### src/rtl/memsel_pkg.sv
`timescale 1ns/1ps
package memsel_pkg;
    localparam int ADDR_W      = 20;
    localparam int GRAN_W      = 10;
    localparam int PCS_NUM     = 8;
    localparam int CFG_W       = 16;
    localparam int SZ_W        = ADDR_W - GRAN_W;
    localparam int PIDX_W      = $clog2(PCS_NUM);
    localparam int UP_RST_LOG2 = 6;

    localparam logic [1:0] REG_UP   = 2'd0;
    localparam logic [1:0] REG_LO   = 2'd1;
    localparam logic [1:0] REG_PER  = 2'd2;
    localparam logic [1:0] REG_MODE = 2'd3;

    typedef enum logic [1:0] {
        ST_IDLE = 2'd0,
        ST_ADDR = 2'd1,
        ST_DATA = 2'd2
    } bus_st_e;

    typedef struct packed {
        logic [SZ_W-1:0] up_size;
        logic [SZ_W-1:0] lo_size;
        logic [SZ_W-1:0] per_base;
        logic            per_mem;
        logic            per_en;
        logic            up_dram;
        logic            lo_dram;
    } cfg_t;

    typedef struct packed {
        logic              up;
        logic              lo;
        logic              per;
        logic [PIDX_W-1:0] idx;
        logic              up_dram;
        logic              lo_dram;
    } hit_t;
endpackage

### src/rtl/memsel_cfg.sv
`timescale 1ns/1ps
module memsel_cfg
    import memsel_pkg::*;
(
    input  logic             clk,
    input  logic             rst_n,
    input  logic             cfg_we,
    input  logic [1:0]       cfg_sel,
    input  logic [CFG_W-1:0] cfg_data,
    output cfg_t             cfg
);
    localparam int PER_MEM_BIT = SZ_W;
    localparam int PER_EN_BIT  = SZ_W + 1;

    logic [SZ_W-1:0] size_fld;
    logic            size_pow2;

    assign size_fld  = cfg_data[SZ_W-1:0];
    assign size_pow2 = (size_fld != '0) && ((size_fld & (size_fld - SZ_W'(1))) == '0);

    always_ff @(posedge clk or negedge rst_n) begin
        if (!rst_n) begin
            cfg.up_size  <= SZ_W'(1) << UP_RST_LOG2;
            cfg.lo_size  <= '0;
            cfg.per_base <= '0;
            cfg.per_mem  <= 1'b0;
            cfg.per_en   <= 1'b0;
            cfg.up_dram  <= 1'b0;
            cfg.lo_dram  <= 1'b0;
        end else if (cfg_we) begin
            unique case (cfg_sel)
                REG_UP: begin
                    if (size_pow2) cfg.up_size <= size_fld;
                end
                REG_LO: begin
                    if (size_pow2 || size_fld == '0) cfg.lo_size <= size_fld;
                end
                REG_PER: begin
                    cfg.per_base <= size_fld;
                    cfg.per_mem  <= cfg_data[PER_MEM_BIT];
                    cfg.per_en   <= cfg_data[PER_EN_BIT];
                end
                REG_MODE: begin
                    cfg.up_dram <= cfg_data[0];
                    cfg.lo_dram <= cfg_data[1];
                end
                default: ;
            endcase
        end
    end
endmodule

### src/rtl/memsel_decode.sv
`timescale 1ns/1ps
module memsel_decode
    import memsel_pkg::*;
(
    input  logic [ADDR_W-1:0] addr,
    input  logic              is_mem,
    input  cfg_t              cfg,
    output hit_t              hit
);
    localparam int OFS_MSB = GRAN_W - 1;

    logic [SZ_W-1:0] blk;
    logic [SZ_W-1:0] up_mask;
    logic [SZ_W-1:0] lo_mask;
    logic            up_raw;
    logic            lo_raw;
    logic            per_raw;

    always_comb begin
        blk     = addr[ADDR_W-1:GRAN_W];
        up_mask = ~(cfg.up_size - SZ_W'(1));
        lo_mask = ~(cfg.lo_size - SZ_W'(1));
        up_raw  = is_mem && ((blk & up_mask) == up_mask);
        lo_raw  = is_mem && (cfg.lo_size != '0) && ((blk & lo_mask) == '0);
        per_raw = cfg.per_en && (is_mem == cfg.per_mem) && (blk == cfg.per_base);

        hit.per     = per_raw;
        hit.up      = up_raw && !per_raw;
        hit.lo      = lo_raw && !per_raw && !up_raw;
        hit.idx     = addr[OFS_MSB -: PIDX_W];
        hit.up_dram = cfg.up_dram;
        hit.lo_dram = cfg.lo_dram;
    end
endmodule

### src/rtl/memsel_fsm.sv
`timescale 1ns/1ps
module memsel_fsm
    import memsel_pkg::*;
(
    input  logic               clk,
    input  logic               rst_n,
    input  logic               cyc_start,
    input  logic               cyc_end,
    input  logic               bus_held,
    input  logic               wr_lo,
    input  logic               wr_hi,
    input  hit_t               hit_in,
    output bus_st_e            phase,
    output logic               up_cs_n,
    output logic               lo_cs_n,
    output logic [PCS_NUM-1:0] per_cs_n,
    output logic [1:0]         ras_n,
    output logic [1:0]         cas_n
);
    bus_st_e    st_q;
    bus_st_e    st_nx;
    hit_t       hit_q;
    logic [1:0] lane_q;
    logic       accept;
    logic       in_act;
    logic       in_data;
    logic       dram_hit;

    assign accept = (st_q == ST_IDLE) && cyc_start && !bus_held;
    assign phase  = st_q;

    always_comb begin
        st_nx = st_q;
        unique case (st_q)
            ST_IDLE: if (accept)  st_nx = ST_ADDR;
            ST_ADDR:              st_nx = ST_DATA;
            ST_DATA: if (cyc_end) st_nx = ST_IDLE;
            default:              st_nx = ST_IDLE;
        endcase
    end

    always_ff @(posedge clk or negedge rst_n) begin
        if (!rst_n) st_q <= ST_IDLE;
        else        st_q <= st_nx;
    end

    always_ff @(posedge clk or negedge rst_n) begin
        if (!rst_n) begin
            hit_q  <= '0;
            lane_q <= '0;
        end else if (accept) begin
            hit_q     <= hit_in;
            lane_q[0] <= wr_lo || !(wr_lo || wr_hi);
            lane_q[1] <= wr_hi || !(wr_lo || wr_hi);
        end
    end

    always_comb begin
        in_act   = (st_q == ST_ADDR) || (st_q == ST_DATA);
        in_data  = (st_q == ST_DATA);
        dram_hit = (hit_q.up && hit_q.up_dram) || (hit_q.lo && hit_q.lo_dram);
        up_cs_n  = !(in_act && hit_q.up && !hit_q.up_dram);
        lo_cs_n  = !(in_act && hit_q.lo && !hit_q.lo_dram);
        ras_n[1] = !(in_act && hit_q.up && hit_q.up_dram);
        ras_n[0] = !(in_act && hit_q.lo && hit_q.lo_dram);
        cas_n[0] = !(in_data && dram_hit && lane_q[0]);
        cas_n[1] = !(in_data && dram_hit && lane_q[1]);
    end

    for (genvar g = 0; g < PCS_NUM; g++) begin : g_pcs
        assign per_cs_n[g] = !(in_data && hit_q.per && (hit_q.idx == PIDX_W'(g)));
    end
endmodule

### src/rtl/memsel_unit.sv
`timescale 1ns/1ps
module memsel_unit
    import memsel_pkg::*;
(
    input  logic               clk,
    input  logic               rst_n,
    input  logic [ADDR_W-1:0]  addr,
    input  logic               is_mem,
    input  logic               wr_lo,
    input  logic               wr_hi,
    input  logic               cyc_start,
    input  logic               cyc_end,
    input  logic               bus_held,
    input  logic               cfg_we,
    input  logic [1:0]         cfg_sel,
    input  logic [CFG_W-1:0]   cfg_data,
    output logic               up_cs_n,
    output logic               lo_cs_n,
    output logic [PCS_NUM-1:0] per_cs_n,
    output logic [1:0]         ras_n,
    output logic [1:0]         cas_n,
    output logic               up_oe,
    output logic               per_oe
);
    cfg_t    cfg;
    hit_t    hit;
    bus_st_e bus_phase;

    memsel_cfg u_cfg (
        .clk      (clk),
        .rst_n    (rst_n),
        .cfg_we   (cfg_we),
        .cfg_sel  (cfg_sel),
        .cfg_data (cfg_data),
        .cfg      (cfg)
    );

    memsel_decode u_dec (
        .addr   (addr),
        .is_mem (is_mem),
        .cfg    (cfg),
        .hit    (hit)
    );

    memsel_fsm u_fsm (
        .clk       (clk),
        .rst_n     (rst_n),
        .cyc_start (cyc_start),
        .cyc_end   (cyc_end),
        .bus_held  (bus_held),
        .wr_lo     (wr_lo),
        .wr_hi     (wr_hi),
        .hit_in    (hit),
        .phase     (bus_phase),
        .up_cs_n   (up_cs_n),
        .lo_cs_n   (lo_cs_n),
        .per_cs_n  (per_cs_n),
        .ras_n     (ras_n),
        .cas_n     (cas_n)
    );

    assign up_oe  = rst_n && !bus_held;
    assign per_oe = rst_n && !bus_held;
endmodule

### config.mk
export PLATFORM = sky130hd
export DESIGN_NAME = memsel_unit
export DESIGN_NICKNAME = d
export VERILOG_FILES = /design/src/rtl/memsel_pkg.sv /design/src/rtl/memsel_cfg.sv /design/src/rtl/memsel_decode.sv /design/src/rtl/memsel_fsm.sv /design/src/rtl/memsel_unit.sv
export SDC_FILE = /design/constraint.sdc
export NUM_CORES = 1
export LEC_CHECK = 0
export ABC_AREA = 1
export BUFFER_PORTS_ARGS = -buffer_cell sky130_fd_sc_hd__clkbuf_2
export CAP_MARGIN = 20
export CORE_ASPECT_RATIO = 1.4
export CORE_UTILIZATION = 25
export DETAILED_ROUTE_END_ITERATION = 6
export SETUP_SLACK_MARGIN = 0.02
export SLEW_MARGIN = 10
export SYNTH_ARGS = -nofsm -noshare
export SYNTH_HDL_FRONTEND = slang
export SYNTH_SLANG_ARGS = --single-unit
### constraint.sdc
create_clock -name clk -period 3.1 [get_ports clk]
set_clock_uncertainty 0.2 [all_clocks]
set_input_delay 0 -clock clk [delete_from_list [all_inputs] [get_ports clk]]
set_output_delay 0 -clock clk [all_outputs]
set_load 0.05 [all_outputs]
==> flow_summary.html, run 1 <==
<table>
<tr><th>Metric</th><th>Value</th></tr>
<tr><th colspan="2">Synthesis</th></tr>
<tr><td>Proportion of register bits with asynchronous set or reset after synthesis</td><td>100%</td></tr>
<tr><td>Number of distinct library cells after synthesis</td><td>30</td></tr>
<tr><td>Post-Synth XOR/XNOR Area</td><td>0.596%</td></tr>
<tr><td>Synthesized area per cell</td><td>6.95 um2</td></tr>
<tr><td>Synth Flop Type</td><td>sky130_fd_sc_hd__dfrtp_1</td></tr>
<tr><td>Number of flip-flops and latches in the synthesized netlist</td><td>46</td></tr>
<tr><td>Simple-gate share of the synthesized area</td><td>38.3%</td></tr>
<tr><td>Cell taking the most area after synthesis</td><td>sky130_fd_sc_hd__dfrtp_1</td></tr>
<tr><td>Arithmetic-cell share of the synthesized area counting full adders, half adders and majority gates</td><td>2.56%</td></tr>
<tr><td>Sequential cell area fraction in the yosys report</td><td>39.2%</td></tr>
<tr><td>Synthesized netlist net count</td><td>476</td></tr>
<tr><td>Dominant combinational cell family by area after synthesis</td><td>simple AND/OR/NAND/NOR gates</td></tr>
<tr><td>Total number of yosys warnings</td><td>0</td></tr>
<tr><td>Post-synthesis cell area</td><td>2940 um2</td></tr>
<tr><td>Post-synth EDFFs</td><td>0</td></tr>
<tr><td>Mapped Cells</td><td>423</td></tr>
<tr><td>Area contributors post-synth</td><td>sky130_fd_sc_hd__dfrtp_1 38%, sky130_fd_sc_hd__nand2_1 18%, sky130_fd_sc_hd__inv_1 7.2%</td></tr>
<tr><td>Multiplexer area fraction after synthesis</td><td>0.767%</td></tr>
<tr><td>Fraction of post-synthesis cell area in the top cell type by area</td><td>38.3%</td></tr>
<tr><td>Share of the synthesized area in compound gates (AO/OA/AOI/OAI)</td><td>8.52%</td></tr>
<tr><th colspan="2">Final layout</th></tr>
<tr><td>Fraction of final layout cells with drive strength greater than 1</td><td>14.5%</td></tr>
<tr><td>Diode count</td><td>0</td></tr>
<tr><td>Signed area change from the synthesized netlist to the final layout</td><td>26.6%</td></tr>
<tr><td>Net count reported at finish</td><td>550</td></tr>
<tr><td>Most frequent cells in the layout</td><td>144 x sky130_fd_sc_hd__nand2_1, 56 x sky130_fd_sc_hd__inv_1, 53 x sky130_fd_sc_hd__nor2_1</td></tr>
<tr><td>Most common cell after layout, fill and taps aside</td><td>sky130_fd_sc_hd__nand2_1</td></tr>
<tr><td>Count of placed standard cells in the final layout, fillers left out</td><td>642</td></tr>
<tr><th colspan="2">Floorplanning</th></tr>
<tr><td>Area enclosed by the die boundary</td><td>12200 um2</td></tr>
<tr><td>Initial Utilization</td><td>25.8%</td></tr>
<tr><td>Die height</td><td>130 um</td></tr>
<tr><td>Placeable Area</td><td>11400 um2</td></tr>
<tr><td>I/O pin count</td><td>63</td></tr>
<tr><td>Placement Rows</td><td>46</td></tr>
<tr><td>Die W</td><td>93.6 um</td></tr>
<tr><th colspan="2">Routing</th></tr>
<tr><td>First-pass iteration count of the detailed router</td><td>4</td></tr>
<tr><td>DR DRC count</td><td>0</td></tr>
<tr><td>Routed via count</td><td>2859</td></tr>
<tr><td>Average wire per cell in the routed design</td><td>12.3 um</td></tr>
<tr><td>Count of antenna-violating nets left after detailed routing</td><td>0</td></tr>
<tr><td>Per-cell via count in the routed design</td><td>4.45</td></tr>
<tr><td>Iteration-0 DRC Markers</td><td>113</td></tr>
<tr><td>Overall routed net length</td><td>7930 um</td></tr>
<tr><th colspan="2">Timing</th></tr>
<tr><td>Setup slack after layout</td><td>869 ps</td></tr>
<tr><td>Summed negative setup slack over all endpoints</td><td>0 ps</td></tr>
<tr><td>RSZ-0062 raised after global routing</td><td>no</td></tr>
<tr><td>Fin crit share</td><td>72.0%</td></tr>
<tr><td>Max-slew violations</td><td>0</td></tr>
<tr><td>Period minus WS final</td><td>2230 ps</td></tr>
<tr><td>Worst hold margin</td><td>-1.53 ps</td></tr>
<tr><td>Final setup violation count</td><td>0</td></tr>
<tr><td>Worst max-slew margin expressed relative to the limit</td><td>30.3%</td></tr>
<tr><td>Fmax</td><td>0.448 GHz</td></tr>
<tr><td>Worst Max-Slew Pin Slew</td><td>1040 ps</td></tr>
<tr><td>Final hold violations</td><td>1</td></tr>
<tr><th colspan="2">GRT</th></tr>
<tr><td>Antenna violations before repair</td><td>0</td></tr>
<tr><td>Number of global-route vias before repair</td><td>2784</td></tr>
<tr><td>Largest net degree at the start of global routing</td><td>47</td></tr>
<tr><td>Overall global routing resource usage</td><td>13.8%</td></tr>
<tr><td>Wire length of the first global-routing pass</td><td>13000 um</td></tr>
<tr><td>Total global routing overflow</td><td>0</td></tr>
<tr><th colspan="2">Outcome</th></tr>
<tr><td>Failing checks</td><td>hold timing</td></tr>
<tr><td>Run status</td><td>finished, violations left</td></tr>
<tr><th colspan="2">Power</th></tr>
<tr><td>Switch share</td><td>34.1%</td></tr>
<tr><td>Register share of total power</td><td>40.0%</td></tr>
<tr><td>Leak</td><td>1.95 nW</td></tr>
<tr><td>Combinational group share of total power</td><td>28.9%</td></tr>
<tr><td>Net Sw Power</td><td>667 uW</td></tr>
<tr><td>Worst IR Drop VDD</td><td>0.208 mV</td></tr>
<tr><td>Pwr/cell area</td><td>525 nW/um2</td></tr>
<tr><td>Clock share of power</td><td>31.2%</td></tr>
<tr><td>Int Pwr</td><td>1.29 mW</td></tr>
<tr><th colspan="2">CTS</th></tr>
<tr><td>Clock tree from TritonCTS</td><td>done</td></tr>
<tr><td>Post-CTS Resized</td><td>0</td></tr>
<tr><td>Clock Sinks</td><td>46</td></tr>
<tr><td>Clock transition at the registers of the reported paths</td><td>60 ps</td></tr>
<tr><td>Clock Root Buffer</td><td>sky130_fd_sc_hd__clkbuf_16</td></tr>
<tr><td>Clock latency reported for the late side of the worst-skew pair</td><td>290 ps</td></tr>
<tr><td>CTS H-tree lvls</td><td>2</td></tr>
<tr><td>Clock tree buffer depth</td><td>2</td></tr>
<tr><td>TritonCTS Buffers</td><td>5</td></tr>
<tr><th colspan="2">Critical path</th></tr>
<tr><td>Kind of critical path</td><td>input port to flip-flop</td></tr>
<tr><td>Worst Setup End Kind</td><td>flip-flop</td></tr>
<tr><td>Worst Path Required</td><td>3080 ps</td></tr>
<tr><td>Critical Path Source Type</td><td>input port</td></tr>
<tr><td>Largest driver fanout on the critical path</td><td>22</td></tr>
<tr><td>Endpoint arrival time on the critical path</td><td>2210 ps</td></tr>
<tr><th colspan="2">Placed design</th></tr>
<tr><td>Placed Instances</td><td>610</td></tr>
<tr><td>Placed wire-length estimate</td><td>6180 um</td></tr>
<tr><td># port buffers</td><td>51</td></tr>
<tr><td>Worst setup timing slack at the placement stage</td><td>1150 ps</td></tr>
<tr><td>Gp weighted congestion</td><td>0.866</td></tr>
<tr><th colspan="2">Worst hold path</th></tr>
<tr><td>Path type of the worst min-delay path</td><td>input port to flip-flop</td></tr>
<tr><th colspan="2">Job</th></tr>
<tr><td>Count of maximum capacitance violations</td><td>0</td></tr>
</table>
area by class of cell:
class	instances	area (um2)
clock buffer	6	129
clock inverter	2	37.5
fill	1258	7680
inverter	58	218
multi-input combinational	309	1490
sequential	46	1150
tap	144	180
timing repair buffer	77	510
critical path, cell delays in order:
cell and delay [ps]:
sky130_fd_sc_hd__dlygate4sd3_1 540, sky130_fd_sc_hd__clkbuf_2 160, sky130_fd_sc_hd__inv_1 220, sky130_fd_sc_hd__nand4_4 160
sky130_fd_sc_hd__nor2_4 160, sky130_fd_sc_hd__nand2_2 80, sky130_fd_sc_hd__a21oi_4 500, sky130_fd_sc_hd__nand3_4 210
sky130_fd_sc_hd__nand2_1 120, sky130_fd_sc_hd__nand2_1 60
logic make-up (layout without fill, tap and decap cells):
logic type,count (synthesis),count (layout)
AOI/OAI and AO/OA,45,45
adders and majority gates,6,6
and+or+nand+nor,254,254
DFF,46,46
xor gates and xnor gates,2,2
buffers and inverters,68,143
muxes,2,2
cell usage after synthesis, drive strengths merged (2+ instances only):
library cell / n
clkbuf: 4
nand3: 22
nor2: 55
dfrtp: 45
a21oi: 7
nand4: 24
ha: 6
inv: 58
o21ai: 30
o22ai: 2
nand3b: 7
mux2: 2
a31oi: 3
buf: 6
xnor2: 2
o211ai: 2
nand2: 145
metrics by stage:
stage	area [um2]	utilization, %	power [mW]
floorplan	2940	-	1.16
global placement	3310	29.1	1.30
detailed placement	3310	29.1	1.33
CTS	3720	32.6	1.97
global route	3720	32.6	2.08
finish	3720	32.6	1.95
sequential cells by signal, indices dropped and copies added, names as in the netlist:
| signal | flops |
|---|---|
| u_cfg.cfg | 34 |
| u_fsm.lane_q | 2 |
| u_fsm.phase | 2 |
| u_fsm.hit_q | 8 |
path summary, 6_finish.rpt:
check / from / slack (ps) / endpoint / cells after the start
worst max-delay path: cfg_data[1] / 870 / u_cfg.cfg[28] / 10
worst min-delay path: addr[18] / -2 / u_fsm.hit_q[6] / 6
worst max register to register: u_fsm.phase[0] / 1040 / u_fsm.lane_q[0] / 8
worst min register to register: u_fsm.lane_q[1] / 270 / u_fsm.lane_q[1] / 2
max in group asynchronous: rst_n / 2110 / u_cfg.cfg[5] / 3
min in group asynchronous: rst_n / 190 / u_cfg.cfg[9] / 3
what timing repair did:
action                    in CTS  in global routing
hold buffers                  24                  0
hold endpoints to repair      87                  0
setup buffers                  0                  0
metal layers:
metal	global-route usage, %	routed length, um	vias to the layer above
met3	2.04	351	12
met1	15.8	3330	1270
met2	25.6	4090	74
met4	4.98	160	0
li1	-	-	1503
met5	0	0	-
power groups by stage:
stage          registers, mW  logic, mW  clock network (mW)
2_1_floorplan          0.771      0.394                   0
3_3_place_gp           0.785      0.516                   0
3_5_place_dp           0.791      0.538                   0
4_1_cts                0.780      0.571               0.621
5_1_grt                0.796      0.645               0.639
6_report               0.781      0.564               0.609
No activity file was read; power rests on OpenSTA's default activity.
==> inputs of run 2 (changes only) <==
- clock period: 3.1 -> 2.1 ns (I/O delays scaled with it)
==> run 2 against run 1 <==
Design area is 2.4% higher. Clock-buffer cell count is 1 lower. Cell count is 1.7% higher. Sequential share of layout area is 0.71 points lower. Wire length is 0.34% higher. Setup slack worse by 720 ps. The run still ends with hold timing left. Hold slack worse by 9.5 ps. Die area stayed put.
==> flow_summary.html, run 2 (synthesis results as in run 1) <==
<table>
<tr><th>Metric</th><th>Value</th></tr>
<tr><th colspan="2">Timing</th></tr>
<tr><td>Fin crit share</td><td>92.8%</td></tr>
<tr><td>Max-slew violations</td><td>0 (unchanged)</td></tr>
<tr><td>Worst hold margin</td><td>-11.1 ps (-9.52 ps)</td></tr>
<tr><td>RSZ-0062 raised after global routing</td><td>no</td></tr>
<tr><td>Summed negative setup slack over all endpoints</td><td>0 ps (unchanged)</td></tr>
<tr><td>Final setup violation count</td><td>0 (unchanged)</td></tr>
<tr><td>Worst max-slew margin expressed relative to the limit</td><td>57.5% (+27 points)</td></tr>
<tr><td>Fmax</td><td>0.513 GHz</td></tr>
<tr><td>Period minus WS final</td><td>1950 ps</td></tr>
<tr><td>Worst Max-Slew Pin Slew</td><td>635 ps (-405 ps)</td></tr>
<tr><td>Final hold violations</td><td>2 (+1)</td></tr>
<tr><td>Setup slack after layout</td><td>152 ps (-717 ps)</td></tr>
<tr><th colspan="2">Floorplanning</th></tr>
<tr><td>Die W</td><td>93.6 um (unchanged)</td></tr>
<tr><td>Die height</td><td>130 um (unchanged)</td></tr>
<tr><td>Placeable Area</td><td>11400 um2 (unchanged)</td></tr>
<tr><td>Placement Rows</td><td>46 (unchanged)</td></tr>
<tr><td>Area enclosed by the die boundary</td><td>12200 um2 (unchanged)</td></tr>
<tr><td>Initial Utilization</td><td>25.8% (unchanged)</td></tr>
<tr><td>I/O pin count</td><td>63 (unchanged)</td></tr>
<tr><th colspan="2">GRT</th></tr>
<tr><td>Overall global routing resource usage</td><td>13.3% (-0.51 points)</td></tr>
<tr><td>Antenna violations before repair</td><td>0 (unchanged)</td></tr>
<tr><td>Wire length of the first global-routing pass</td><td>12600 um (-3.5%)</td></tr>
<tr><td>Number of global-route vias before repair</td><td>2773 (-0.40%)</td></tr>
<tr><td>Total global routing overflow</td><td>0 (unchanged)</td></tr>
<tr><td>Largest net degree at the start of global routing</td><td>47 (unchanged)</td></tr>
<tr><th colspan="2">Critical path</th></tr>
<tr><td>Crit path buf inv count</td><td>3 (unchanged)</td></tr>
<tr><td>Worst Path Required</td><td>2080 ps (-1000 ps)</td></tr>
<tr><td>Worst Setup End Kind</td><td>flip-flop</td></tr>
<tr><td>CP delay by family, top</td><td>buffers and inverters</td></tr>
<tr><td>Cell with the biggest individual delay on the critical path</td><td>sky130_fd_sc_hd__dlygate4sd3_1</td></tr>
<tr><td>Kind of critical path</td><td>input port to flip-flop</td></tr>
<tr><td>Cells along the critical path</td><td>dlygate4sd3_1 &gt; clkbuf_2 &gt; inv_2 &gt; nand4_4 &gt; o21ai_1 &gt; o21ai_1 &gt; nor2_4 &gt; nand3_4 &gt; nand2_1 &gt; nand2_1</td></tr>
<tr><td>Max stage delay on crit path</td><td>540 ps (about the same)</td></tr>
<tr><td>Critical Path Source Type</td><td>input port</td></tr>
<tr><td>Endpoint arrival time on the critical path</td><td>1920 ps (-290 ps)</td></tr>
<tr><td>Largest driver fanout on the critical path</td><td>11 (-50%)</td></tr>
<tr><th colspan="2">Final layout</th></tr>
<tr><td>Most common cell after layout, fill and taps aside</td><td>sky130_fd_sc_hd__nand2_1</td></tr>
<tr><td>Signed area change from the synthesized netlist to the final layout</td><td>29.6%</td></tr>
<tr><td>Count of placed standard cells in the final layout, fillers left out</td><td>653 (+1.7%)</td></tr>
<tr><td>Net count reported at finish</td><td>561 (+2.0%)</td></tr>
<tr><td>Biggest registers after layout</td><td>u_cfg.cfg (34), u_fsm.hit_q (8)</td></tr>
<tr><td>Flip-flop count of the largest register after layout</td><td>34 (unchanged)</td></tr>
<tr><td>Diode count</td><td>0 (unchanged)</td></tr>
<tr><td>Register bank with the most flops</td><td>u_cfg.cfg</td></tr>
<tr><td>Cell area after layout</td><td>3810 um2 (+2.4%)</td></tr>
<tr><td>Fraction of final layout cells with drive strength greater than 1</td><td>16.7% (+2.2 points)</td></tr>
<tr><td>Most frequent cells in the layout</td><td>144 x sky130_fd_sc_hd__nand2_1, 55 x sky130_fd_sc_hd__inv_1, 52 x sky130_fd_sc_hd__nor2_1</td></tr>
<tr><th colspan="2">Outcome</th></tr>
<tr><td>Run status</td><td>finished, violations left</td></tr>
<tr><td>Failing checks</td><td>hold timing</td></tr>
<tr><th colspan="2">Power</th></tr>
<tr><td>Switch share</td><td>35.5% (+1.3 points)</td></tr>
<tr><td>Net Sw Power</td><td>982 uW (+47%)</td></tr>
<tr><td>Clock share of power</td><td>28.0% (-3.2 points)</td></tr>
<tr><td>Pwr/cell area</td><td>727 nW/um2 (+38%)</td></tr>
<tr><td>Int Pwr</td><td>1.79 mW (+39%)</td></tr>
<tr><td>Register share of total power</td><td>41.7% (+1.7 points)</td></tr>
<tr><td>Combinational group share of total power</td><td>30.3% (+1.4 points)</td></tr>
<tr><td>Final total power</td><td>2.77 mW (+42%)</td></tr>
<tr><td>Worst IR Drop VDD</td><td>0.304 mV (+46%)</td></tr>
<tr><td>Leak</td><td>2.00 nW (+2.5%)</td></tr>
<tr><th colspan="2">Placed design</th></tr>
<tr><td>Placed wire-length estimate</td><td>6140 um (-0.51%)</td></tr>
<tr><td>Standard cell area after detailed placement</td><td>3350 um2 (+1.1%)</td></tr>
<tr><td>Placed Instances</td><td>615 (+0.82%)</td></tr>
<tr><td># port buffers</td><td>51 (unchanged)</td></tr>
<tr><td>Gp weighted congestion</td><td>0.869 (+0.37%)</td></tr>
<tr><td>Worst setup timing slack at the placement stage</td><td>126 ps (-1020 ps)</td></tr>
<tr><th colspan="2">Job</th></tr>
<tr><td>Count of maximum capacitance violations</td><td>0 (unchanged)</td></tr>
<tr><th colspan="2">Worst hold path</th></tr>
<tr><td>Path type of the worst min-delay path</td><td>input port to flip-flop</td></tr>
<tr><th colspan="2">CTS</th></tr>
<tr><td>Clock tree buffer depth</td><td>2 (unchanged)</td></tr>
<tr><td>Clock transition at the registers of the reported paths</td><td>60 ps (about the same)</td></tr>
<tr><td>Clock Root Buffer</td><td>sky130_fd_sc_hd__clkbuf_16</td></tr>
<tr><td>Clock Sinks</td><td>46 (unchanged)</td></tr>
<tr><td>Clock latency reported for the late side of the worst-skew pair</td><td>290 ps (about the same)</td></tr>
<tr><td>Clock tree from TritonCTS</td><td>done</td></tr>
<tr><td>TritonCTS Buffers</td><td>5 (unchanged)</td></tr>
<tr><td>CTS H-tree lvls</td><td>2 (unchanged)</td></tr>
<tr><th colspan="2">Routing</th></tr>
<tr><td>Routed via count</td><td>2940 (+2.8%)</td></tr>
<tr><td>First-pass iteration count of the detailed router</td><td>5 (+1)</td></tr>
<tr><td>Iteration-0 DRC Markers</td><td>141 (+25%)</td></tr>
<tr><td>Count of antenna-violating nets left after detailed routing</td><td>0 (unchanged)</td></tr>
<tr><td>DR DRC count</td><td>0 (unchanged)</td></tr>
<tr><td>Average wire per cell in the routed design</td><td>12.2 um (-1.3%)</td></tr>
<tr><td>Overall routed net length</td><td>7950 um (+0.34%)</td></tr>
<tr><td>Per-cell via count in the routed design</td><td>4.50 (+1.1%)</td></tr>
</table>
-- run 2: area by class of cell --
| cell class | instances | area, um2 |
|---|---|---|
| Clock buffer | 5 | 125 |
| Clock inverter | 3 | 21.3 |
| Fill cell | 1229 | 7590 |
| Inverter | 58 | 218 |
| Multi-Input combinational cell | 310 | 1510 |
| Sequential cell | 46 | 1150 |
| Tap cell | 144 | 180 |
| Timing Repair Buffer | 87 | 603 |
-- run 2: path summary, 6_finish.rpt --
path	slack, ps	endpoint	cells after the start	startpoint
setup / recovery	150	u_cfg.cfg[27]	10	cfg_data[0]
hold / removal	-10	u_fsm.hit_q[0]	6	cyc_start
setup reg to reg	240	u_fsm.hit_q[6]	12	u_cfg.cfg[14]
hold reg to reg	270	u_cfg.cfg[24]	2	u_cfg.cfg[24]
max in group asynchronous	1100	u_cfg.cfg[5]	3	rst_n
min in group asynchronous	200	u_fsm.hit_q[0]	3	rst_n
-- run 2: what timing repair did --
action / CTS / global route
hold buffers: 26 / 0
hold endpoints to repair: 88 / 0
setup buffers: 0 / 3
gates resized for setup: 0 / 3
setup endpoints to repair: 0 / 23
-- run 2: through the flow --
stage / utilization, % / hold WS, ps
global route: 33.4 / 15.6
detailed placement: 29.4 / -8.95
CTS: 33.0 / 15.0
finish: 33.4 / -11.1
floorplan: - / -496
global placement: 29.4 / -10.3
-- run 2: metal layers --
layer	track usage [%]	part of all wire, %	vias to the layer above
met5	0	0	-
met4	5.61	3.3	0
met3	2.33	5.0	21
met2	24.4	50	102
met1	14.9	42	1294
li1	-	-	1523
-- run 2: power by group through the flow --
stage | combinational (mW) | sequential (mW) | clock, mW
2_1_floorplan | 0.581 | 1.14 | 0
3_3_place_gp | 0.770 | 1.16 | 0
3_5_place_dp | 0.793 | 1.17 | 0
4_1_cts | 0.836 | 1.15 | 0.796
5_1_grt | 0.956 | 1.17 | 0.828
6_report | 0.838 | 1.15 | 0.776
-- run 2: tightest hold or removal path, delay by kind of cell --
kind	cells	cell delay, ps
buffers and inverters	2	220
AND/OR/NAND/NOR	4	220
